**config.mk**
```make
export PLATFORM = sky130hd
export DESIGN_NAME = stx_pair_fifo
export DESIGN_NICKNAME = d
export VERILOG_FILES = /design/src/rtl/stx_pkg.sv /design/src/rtl/stx_stage.sv /design/src/rtl/stx_store.sv /design/src/rtl/stx_irq.sv /design/src/rtl/stx_pair_fifo.sv
export SDC_FILE = /design/constraint.sdc
export NUM_CORES = 1
export LEC_CHECK = 0
export ABC_AREA = 1
export BUFFER_PORTS_ARGS = -buffer_cell sky130_fd_sc_hd__buf_2
export CORE_MARGIN = 3
export CORE_UTILIZATION = 47
export DETAILED_ROUTE_END_ITERATION = 7
export GPL_TIMING_DRIVEN = 0
export PLACE_DENSITY = 0.75
export SLEW_MARGIN = 0
export SYNTH_ARGS = -nofsm -noshare
export SYNTH_HDL_FRONTEND = slang
export SYNTH_HIERARCHICAL = 1
export SYNTH_SLANG_ARGS = --single-unit
```
**constraint.sdc**
```tcl
create_clock -name clk -period 6.4 [get_ports clk]
set_input_delay 0 -clock clk [delete_from_list [all_inputs] [get_ports clk]]
set_output_delay 0 -clock clk [all_outputs]
set_load 0.01 [all_outputs]
```
**src/rtl/stx_pkg.sv**
```systemverilog
package stx_pkg;
  typedef enum logic {
    LVL_HALF  = 1'b0,
    LVL_EMPTY = 1'b1
  } lvl_sel_e;
endpackage

```
**src/rtl/stx_stage.sv**
```systemverilog
module stx_stage #(
  parameter int DW = 32
) (
  input  logic          clk,
  input  logic          rst_n,
  input  logic          flush,
  input  logic          wr_left,
  input  logic [DW-1:0] wr_left_data,
  output logic [DW-1:0] pair_left
);
  logic [DW-1:0] stage_q, stage_d;

  always_comb begin
    stage_d = stage_q;
    if (flush)        stage_d = '0;
    else if (wr_left) stage_d = wr_left_data;
  end

  always_ff @(posedge clk or negedge rst_n) begin
    if (!rst_n) stage_q <= '0;
    else        stage_q <= stage_d;
  end

  // a same-cycle left write takes part in the pair
  assign pair_left = wr_left ? wr_left_data : stage_q;
endmodule

```
**src/rtl/stx_store.sv**
```systemverilog
module stx_store #(
  parameter int DW    = 32,
  parameter int DEPTH = 8,
  localparam int PW   = (DEPTH > 1) ? $clog2(DEPTH) : 1,
  localparam int CW   = $clog2(DEPTH + 1)
) (
  input  logic          clk,
  input  logic          rst_n,
  input  logic          en,
  input  logic          flush,
  input  logic          wr_right,
  input  logic [DW-1:0] pair_left,
  input  logic [DW-1:0] pair_right,
  input  logic          rd_req,
  output logic [DW-1:0] rd_left,
  output logic [DW-1:0] rd_right,
  output logic [CW-1:0] count,
  output logic          empty,
  output logic          full
);
  localparam int EW = 2 * DW;

  logic [EW-1:0] mem_q [DEPTH];
  logic [PW-1:0] wptr_q, wptr_d, rptr_q, rptr_d;
  logic [CW-1:0] cnt_q, cnt_d;
  logic [EW-1:0] out_q, out_d;
  logic          push_ok, pop_ok, serve;

  assign empty   = (cnt_q == '0);
  assign full    = (cnt_q == CW'(DEPTH));
  assign serve   = en & rd_req & ~flush;
  assign push_ok = wr_right & ~full & ~flush;
  assign pop_ok  = serve & ~empty;

  function automatic logic [PW-1:0] bump(input logic [PW-1:0] p);
    return (p == PW'(DEPTH - 1)) ? '0 : p + PW'(1);
  endfunction

  always_comb begin
    wptr_d = wptr_q;
    rptr_d = rptr_q;
    cnt_d  = cnt_q;
    if (flush) begin
      wptr_d = '0;
      rptr_d = '0;
      cnt_d  = '0;
    end else begin
      if (push_ok) wptr_d = bump(wptr_q);
      if (pop_ok)  rptr_d = bump(rptr_q);
      cnt_d = cnt_q + CW'(push_ok) - CW'(pop_ok);
    end
    out_d = empty ? '0 : mem_q[rptr_q];
  end

  always_ff @(posedge clk or negedge rst_n) begin
    if (!rst_n) begin
      wptr_q <= '0;
      rptr_q <= '0;
      cnt_q  <= '0;
    end else begin
      wptr_q <= wptr_d;
      rptr_q <= rptr_d;
      cnt_q  <= cnt_d;
    end
  end

  always_ff @(posedge clk or negedge rst_n) begin
    if (!rst_n)     out_q <= '0;
    else if (serve) out_q <= out_d;
  end

  for (genvar i = 0; i < DEPTH; i++) begin : g_slot
    logic ld;
    assign ld = push_ok & (wptr_q == PW'(i));
    always_ff @(posedge clk) begin
      if (ld) mem_q[i] <= {pair_left, pair_right};
    end
  end

  assign rd_left  = out_q[EW-1:DW];
  assign rd_right = out_q[DW-1:0];
  assign count    = cnt_q;

  p_count_bound_r1: assert property (@(posedge clk) disable iff (!rst_n)
    cnt_q <= CW'(DEPTH));
  p_left_only_no_push_r2: assert property (@(posedge clk) disable iff (!rst_n)
    (!wr_right && !pop_ok && !flush) |=> $stable(cnt_q));
  p_full_drops_write_r3: assert property (@(posedge clk) disable iff (!rst_n)
    (full && !pop_ok && !flush) |=> (cnt_q == CW'(DEPTH)));
  p_empty_read_zero_r5: assert property (@(posedge clk) disable iff (!rst_n)
    (serve && empty) |=> (rd_left == '0 && rd_right == '0));
  p_flush_empties_r8: assert property (@(posedge clk) disable iff (!rst_n)
    flush |=> empty);
  p_disabled_read_holds_r8: assert property (@(posedge clk) disable iff (!rst_n)
    !en |=> ($stable(rd_left) && $stable(rd_right)));
endmodule

```
**src/rtl/stx_irq.sv**
```systemverilog
module stx_irq
  import stx_pkg::*;
#(
  parameter int DEPTH = 8,
  localparam int CW   = $clog2(DEPTH + 1),
  localparam int HALF = DEPTH / 2
) (
  input  logic          clk,
  input  logic          rst_n,
  input  logic          en,
  input  logic          rd_req,
  input  logic          empty,
  input  logic [CW-1:0] count,
  input  lvl_sel_e      lvl_sel,
  input  logic          irq_en,
  output logic          irq
);
  logic uf_q, uf_d, lvl_hit;

  always_comb begin
    uf_d = uf_q;
    if (!en)                uf_d = 1'b0;
    else if (rd_req & empty) uf_d = 1'b1;
  end

  always_ff @(posedge clk or negedge rst_n) begin
    if (!rst_n) uf_q <= 1'b0;
    else        uf_q <= uf_d;
  end

  always_comb begin
    if (lvl_sel == LVL_EMPTY) lvl_hit = (count == '0);
    else                      lvl_hit = (count <= CW'(HALF));
  end

  assign irq = irq_en & (lvl_hit | uf_q);

  p_underflow_sticky_r5: assert property (@(posedge clk) disable iff (!rst_n)
    (uf_q && en) |=> uf_q);
  p_underflow_set_r5: assert property (@(posedge clk) disable iff (!rst_n)
    (en && rd_req && empty) |=> uf_q);
  p_disable_clears_uf_r8: assert property (@(posedge clk) disable iff (!rst_n)
    !en |=> !uf_q);
endmodule

```
**src/rtl/stx_pair_fifo.sv**
```systemverilog
module stx_pair_fifo
  import stx_pkg::*;
#(
  parameter int DW       = 32,
  parameter int DEPTH    = 8,
  parameter int STS_W    = 16,
  parameter int FULL_BIT = 12,
  localparam int CW      = $clog2(DEPTH + 1)
) (
  input  logic             clk,
  input  logic             rst_n,
  input  logic             fifo_en,
  input  logic             lvl_sel,
  input  logic             irq_en,
  input  logic             wr_left,
  input  logic [DW-1:0]    wr_left_data,
  input  logic             wr_right,
  input  logic [DW-1:0]    wr_right_data,
  input  logic             rd_req,
  output logic [DW-1:0]    rd_left_data,
  output logic [DW-1:0]    rd_right_data,
  output logic [STS_W-1:0] status,
  output logic             irq
);
  logic          en_q, flush, empty, full;
  logic [DW-1:0] pair_left;
  logic [CW-1:0] count;

  always_ff @(posedge clk or negedge rst_n) begin
    if (!rst_n) en_q <= 1'b0;
    else        en_q <= fifo_en;
  end

  assign flush = en_q & ~fifo_en;

  stx_stage #(.DW(DW)) u_stage (
    .clk(clk), .rst_n(rst_n), .flush(flush),
    .wr_left(wr_left), .wr_left_data(wr_left_data), .pair_left(pair_left)
  );

  stx_store #(.DW(DW), .DEPTH(DEPTH)) u_store (
    .clk(clk), .rst_n(rst_n), .en(fifo_en), .flush(flush),
    .wr_right(wr_right), .pair_left(pair_left), .pair_right(wr_right_data),
    .rd_req(rd_req), .rd_left(rd_left_data), .rd_right(rd_right_data),
    .count(count), .empty(empty), .full(full)
  );

  stx_irq #(.DEPTH(DEPTH)) u_irq (
    .clk(clk), .rst_n(rst_n), .en(fifo_en), .rd_req(rd_req),
    .empty(empty), .count(count), .lvl_sel(lvl_sel_e'(lvl_sel)),
    .irq_en(irq_en), .irq(irq)
  );

  always_comb begin
    status           = '0;
    status[FULL_BIT] = full;
  end

  p_full_bit_r1: assert property (@(posedge clk) disable iff (!rst_n)
    status[FULL_BIT] |-> (count == CW'(DEPTH)));
  p_irq_off_r7: assert property (@(posedge clk) disable iff (!rst_n)
    !irq_en |-> !irq);
endmodule

```
# ---- Yosys cells after proc, flatten, opt, wreduce, memory -nomap -nowiden
# Memories as Yosys holds them, arrays and structs flattened.
# Index checks and enable logic that the tools add are counted.
dict set report word_totals {
  reg_bits 108
  latch_bits 0
  ramBits 512
  mem_bits_ro 0
  out_inout_bits 81
  mem_count 1
}
dict set report op_classes {
  add_sub_neg 4
  mul 0
  div 0
  n_lt_le_gt_ge 1
  eq_ne 10
  n_shift 0
  n_mux 50
  bitwise 21
  n_reduce_logical 11
}
# name words width rd rd_ports_with_merged_regs write_ports line
set mem_list {}
lappend mem_list {u_store.mem_q 8 64 1 0 1 stx_store.sv:23} ;# logic [EW-1:0] mem_q [DEPTH];
# operator n
set ops {}
lappend ops {{64-bit 2-to-1 mux} 8}
lappend ops {{64-bit OR reduction} 7}
lappend ops {{32-bit 2-to-1 mux} 2}
lappend ops {{3-bit 2-to-1 mux} 13}
lappend ops {{1-bit 2-to-1 mux} 26}
lappend ops {{1-bit bitwise AND} 16}
lappend ops {{3-bit equality test, second input constant} 5}
lappend ops {{3-bit by 1-bit adder with 3-bit output, second input constant} 2}
lappend ops {{3-bit by 2-bit equality test with 1-bit output, second input constant} 2}
lappend ops {{4-bit by 1-bit adder with 4-bit output} 1}
lappend ops {{4-bit equality test, second input constant} 1}
lappend ops {{4-bit by 3-bit <= comparator with 1-bit output, second input constant} 1}
lappend ops {{4-bit logical NOT} 1}
lappend ops {{4-bit 2-to-1 mux} 1}
lappend ops {{1-bit NOT} 4}
lappend ops {{2-bit nonzero test} 2}
lappend ops {{4-bit by 1-bit subtractor with 4-bit output} 1}
lappend ops {{3-bit by 1-bit equality test with 1-bit output, second input constant} 1}
lappend ops {{3-bit logical NOT} 1}
lappend ops {{2-bit by 1-bit != test with 1-bit output, second input constant} 1}
lappend ops {{1-bit OR} 1}

# ---- Depth between registers and ports, before layout
dict set report depth {
  ltp_word 15
  ltp_mapped 14
  ltp_nobuf 13
}

# ---- Modules after synthesis
# The synthesis kept the hierarchy.
# mod n_inst cells_each area_each_um2 seq_area_each_um2
set by_module_without_submodules {}
lappend by_module_without_submodules {stx_store 1 2314 24693.7 17226.5}
lappend by_module_without_submodules {stx_stage 1 267 1950.6 800.8}
lappend by_module_without_submodules {stx_pair_fifo 1 20 158.9 25.0}
lappend by_module_without_submodules {stx_irq 1 15 87.6 25.0}

# ---- Least setup slack after synthesis
# OpenSTA, ideal clock, no wires.
dict set report synth_path {
  kind {reg2reg}
  start {register u_store.cnt_q[2] (netlist: u_store/count[2])}
  end {memory u_store/mem_q[4][0] in the netlist's numbering (enable)}
  setup_ps 565
  t_arrival_ps 5354
  required_time_ps 5835
  setup_slack_ps 481
  path_stages_with_launch 7
  path_buffers 1
  synth_period_minus_slack_ps 5919
  path_cell_list {dfrtp_1 -> inv_1 -> ha_1 -> nand3_1 -> nand3_1 -> buf_2 -> nor3_1}
}
dict set report synth_between {
  elab_cells_between_ends 49
  classes_between {eq/ne: 1; mux: 30; bitwise: 11; reduce/logical: 7}
}
# item line
set synth_lines {}
lappend synth_lines {{from (decl)} stx_store.sv:25} ;# logic [CW-1:0] cnt_q, cnt_d;
lappend synth_lines {{from (signal assigned)} stx_store.sv:63} ;# cnt_q <= cnt_d;
lappend synth_lines {{4-bit equality test (*)} stx_store.sv:30} ;# assign full = (cnt_q == CW'(DEPTH));
lappend synth_lines {{1-bit NOT (*)} stx_store.sv:32} ;# assign push_ok = wr_right & ~full & ~flush;
lappend synth_lines {{1-bit bitwise AND (*) (2 in series)} stx_store.sv:32}
lappend synth_lines {{1-bit bitwise AND (*)} stx_store.sv:74} ;# assign ld = push_ok & (wptr_q == PW'(i));
lappend synth_lines {{named net u_store.g_slot[4].ld} stx_store.sv:73} ;# logic ld;
lappend synth_lines {{1-bit 2-to-1 mux (*)} stx_store.sv:76} ;# if (ld) mem_q[i] <= {pair_left, pair_right};
lappend synth_lines {{1-bit 2-to-1 mux (not written as such) (*)} stx_store.sv:76}
lappend synth_lines {{64-bit OR reduction (no source line)} --}
lappend synth_lines {{3-bit 2-to-1 mux (no source line) or 1-bit 2-to-1 mux (tied branches) (4 in series)} --}
lappend synth_lines {{to (decl)} stx_store.sv:23}
# The timed path passes the listed nets; every way through them passes the cells marked *.

# ---- Worst setup path in the final report
dict set report layout_path {
  start {register en_q}
  end {register u_store.cnt_q[1] (netlist: u_store/count[1])}
}
dict set report layout_between {
  elab_chain_len 6
  elab_cells_between_ends 8
  classes_between {add/sub: 2; mux: 1; bitwise: 5}
}
# item line
set layout_rtl {}
lappend layout_rtl {{from (decl)} stx_pair_fifo.sv:25} ;# logic en_q, flush, empty, full;
lappend layout_rtl {{from (signal assigned)} stx_pair_fifo.sv:31} ;# else en_q <= fifo_en;
lappend layout_rtl {{1-bit bitwise AND (*)} stx_pair_fifo.sv:34} ;# assign flush = en_q & ~fifo_en;
lappend layout_rtl {{named net flush} stx_pair_fifo.sv:25}
lappend layout_rtl {{1-bit NOT} {stx_store.sv:31, stx_store.sv:32}}
lappend layout_rtl {{1-bit bitwise AND (on tied branches)} {stx_store.sv:32, stx_store.sv:31}}
lappend layout_rtl {{4-bit by 1-bit adder with 4-bit output or 1-bit bitwise AND (tied branches)} {stx_store.sv:50, stx_store.sv:33}}
lappend layout_rtl {{4-bit by 1-bit subtractor with 4-bit output} stx_store.sv:50} ;# cnt_d = cnt_q + CW'(push_ok) - CW'(pop_ok);
lappend layout_rtl {{4-bit 2-to-1 mux (*)} stx_store.sv:43} ;# if (flush) begin
lappend layout_rtl {{named net u_store.cnt_d[1]} stx_store.sv:25}
# Marks and branches as above.
# A chain may end at the register's enable or synchronous reset.

==> flow_results.org <==
** Synth
- Count of distinct cell types in the synthesized netlist :: 27
- The Yosys step of the flow raised 6 warnings.
- Number of standard cells after synthesis :: approximately 2,600
- For this run, the register share of the synthesized area comes to 0.672.
- Cell area after synthesis :: about 27,000 um^2
- Total of flip-flops plus latches after synthesis :: 620
- Post-Synthesis Mean Instance Area :: 10.3 um^2

** GRT
- Maximum number of pins on one net before global-route repair :: 70
- Via count of the first global-routing pass :: ~19,000
- For this run the aggregate overflow at the end of global routing stands at 0.
- Gr usage total :: 0.227
- The first global-routing pass estimated 104,000 um of wire.
- Initial antenna violation count :: 0

** Floorplanning
- Core Box Area :: around 56,000 um^2
- From bottom edge to top edge, the die measures about 250 um.
- Width of the chip :: around 250 um
- Initial Util :: 0.476
- Boundary Pins :: 153
- Total die area :: around 60,000 um^2
- After floorplanning, the core was divided into 87 placement rows.

** STA
- Worst slack on hold paths :: 0.0973 ns
- Clk_skew :: 0.0157 ns
- Worst Max-Slew Pin Slew :: 1.22 ns
- In the finished design, the share of the clock period the worst path needs comes to 0.518.
- The final hold violation count is 0.
- Setup repair after global routing left no endpoint under its margin.
- Slew Limit Headroom :: 0.181
- Setup slack of the critical path after layout :: 3.08 ns
- Number of max-slew violations in the final report :: 0
- Period minus WS final :: 3.32 ns
- Setup violations remaining at the end of the flow were counted as 0.
- Max Clock Freq :: 302 MHz

** Critical path
- Max stage delay cell, worst path :: nor2_2
- WP buf/inv :: 5
- Critical path cell sequence :: inv_1 > nor2_2 > inv_1 > nand3_1 > buf_2 > ha_1 > inv_1 > ha_1 > fa_1 > inv_1 > nor2_1
- The worst register-to-register path begins at en_q.
- Biggest fanout along the worst timing path :: 11
- STA classifies the critical path startpoint as a register.
- For flop-to-flop paths, the worst setup slack is 3.08 ns.
- Required time at the worst-slack endpoint :: 6.85 ns
- The worst setup path is captured at a register.
- In this design, the stage delay of the slowest critical-path cell is 0.80 ns.
- Number of cell instances on the worst register-to-register path :: 11
- CP dominant cell by count :: inv_1
- Category of the most critical setup path :: register to register
- Cell family contributing the most delay on the critical path :: simple AND/OR/NAND/NOR gates
- Data arrival time at the worst-slack endpoint :: 3.77 ns
- Endpoint of the most critical register-to-register path :: u_store/count[1]

** Clock tree
- The clock passes through at most 3 buffers.
- Once the clock tree was built, the setup fixing pass inserted 0 buffers.
- CTS tree :: built
- After clock tree synthesis, the clock-pin slew on the worst setup and hold paths is 0.07 ns.
- Maximum level of the CTS H-tree :: 2
- Sinks on Clock Net :: 620
- Gates resized during post-CTS repair numbered 0.
- Cts bufs inserted :: 59
- Buffers inserted to repair hold after CTS numbered roughly 120.
- Cell at the root of the clock tree :: clkbuf_16
- Clock latency on the worst-skew pair :: 0.62 ns

** Finish
- Layout fillers :: around 4,500
- Final-stage net count :: a little over 3,000
- Leading cell types in the layout, fill and taps excluded :: nand2_1, edfxtp_1, inv_1
- The library cell used most frequently in the layout, excluding fill and tap cells, is nand2_1.
- Share of layout cells above drive strength 1 :: 0.165
- Synthesis-to-layout area growth :: 20.7%
- Final antenna diode count :: 0

** Route
- The pre-antenna-repair detailed-routing pass consisted of 5 iterations.
- Detailed Route Iter0 Violations :: 1,788
- Post-route antenna net violation count :: 0
- In the final routed layout, each cell accounts on average for 17.9 um.
- In the routed design, unresolved DRC markers number 0.
- Routed wire length :: 68,100 um
- For this block, the via count after detailed routing is 19,073.
- Vias per cell :: 5.02

** Pwr
- Maximum VDD drop :: 0.198 mV
- Power density cells :: 387 nW/um^2
- Leakage power figure :: 14.9 nW
- Post-route total power :: 12.6 mW

** Min path
- Worst Hold Class :: input port to register
- Counting instances, the worst hold path has a depth of 2.
- In this run the most critical hold path is launched from fifo_en.
- Capture endpoint of the worst hold path :: en_q

** Placed design
- In this run the tool buffered the top-level ports with 136 buffer cells.
- Worst Setup Slack post-DPL :: 3.10 ns
- DP HPWL :: 44,700 um
- Last weighted congestion value of the routability-driven placer :: 0.793

** Flow run
- Number of maximum-capacitance violations :: 0

** Run status
- Status :: completed
[sequential cells by signal, summed over array words and instances, names as in the netlist]
| signal | count |
|---|---|
| en_q | 1 |
| u_irq/uf_q | 1 |
| u_stage/stage_q | 32 |
| u_store/count | 4 |
| u_store/mem_q | 512 |
| u_store/out_q | 64 |
| u_store/rptr_q | 3 |
| u_store/wptr_q | 3 |
[cell type report]
class / instances / area (um^2) / area share
timing repair buffer: 305 / 2530 / 0.0778
buffer: 139 / 945 / 0.0291
sequential: 620 / 18100 / 0.557
inverter: 512 / 1930 / 0.0593
tap: 756 / 946 / 0.0291
clock inverter: 38 / 407 / 0.0125
multi-input combinational: 1359 / 6040 / 0.186
clock buffer: 73 / 1600 / 0.0493
[cells in the mapped netlist]
| cell type | n | area, um^2 |
|---|---|---|
| nand2_1 | 821 | 3080 |
| edfxtp_1 | 512 | 15400 |
| inv_1 | 506 | 1900 |
| nand3_1 | 388 | 1940 |
| dfrtp_1 | 108 | 2700 |
| nand2_2 | 60 | 375 |
| buf_2 | 50 | 250 |
| buf_4 | 35 | 263 |
| nor2_2 | 32 | 200 |
| buf_6 | 29 | 327 |
| clkbuf_1 | 18 | 67.6 |
| ha_1 | 14 | 175 |
| nor2_1 | 9 | 33.8 |
| nor3_1 | 7 | 35.0 |
| buf_1 | 6 | 22.5 |
| inv_2 | 4 | 15.0 |
| o21ai_0 | 3 | 15.0 |
| o22ai_1 | 3 | 18.8 |
| a21oi_1 | 2 | 10.0 |
| inv_4 | 2 | 12.5 |
| a21boi_1 | 1 | 7.51 |
| a21oi_2 | 1 | 8.76 |
| and2_1 | 1 | 6.26 |
| buf_8 | 1 | 15.0 |
| conb_1 | 1 | 3.75 |
| fa_1 | 1 | 20.0 |
| xnor2_1 | 1 | 8.76 |
[worst register-to-register path, delay by kind of cell, from the launching register on]
kind | cells | cell delay [ns]
adder cells (fa/ha/maj) | 3 | 0.91
buffers and inverters | 5 | 0.83
flip-flops | 1 | 0.33
AND/OR/NAND/NOR | 3 | 1.07
[how the worst max path moves through the flow]
stage,from,end,slack [ns],cells past startpoint
after floorplan,u_store/count[2],u_store/mem_q[4][0],0.48,6
after global placement,en_q,u_store/mem_q[2][31],-3.99,6
after detailed placement,en_q,u_store/count[2],3.10,11
after CTS,en_q,u_store/count[1],3.06,11
after global routing,en_q,u_store/count[1],2.92,11
final,en_q,u_store/count[1],3.08,11
[where the power goes]
group	internal, mW	switching [mW]	leakage (nW)	total, mW
Clock	2.10	1.48	0.982	3.58
Sequential	4.98	0.205	5.98	5.19
Combinational	1.28	2.54	7.94	3.82
[cell families (layout without fill, tap and decap cells)]
group,after synthesis,count (layout),synth area share
AND/OR/NAND/NOR,1318,1318,0.211
adder cells (fa/ha/maj),15,15,0.00726
other,1,15,0.000139
flip-flops,620,620,0.672
XOR/XNOR,1,1,0.000326
buffers and inverters,651,1067,0.107
AO/OA/AOI/OAI,10,10,0.00223
[metal layers]
layer	GRT usage	part of all wire
met2	0.388	0.49
met3	0.0392	0.091
met5	0	0
met4	0.0816	0.030
met1	0.293	0.39
[per-stage QoR]
stage	instance area, um^2	utilization	setup TNS [ns]	cells
6_report	32500	0.575	0	3802
4_1_cts	32500	0.575	0	3802
5_1_grt	32500	0.575	0	3802
3_5_place_dp	29200	0.518	0	3570
3_3_place_gp	28600	0.506	-1528.67	3522
2_1_floorplan	26900	-	0	2630
No activity file was read; power rests on OpenSTA's default activity.
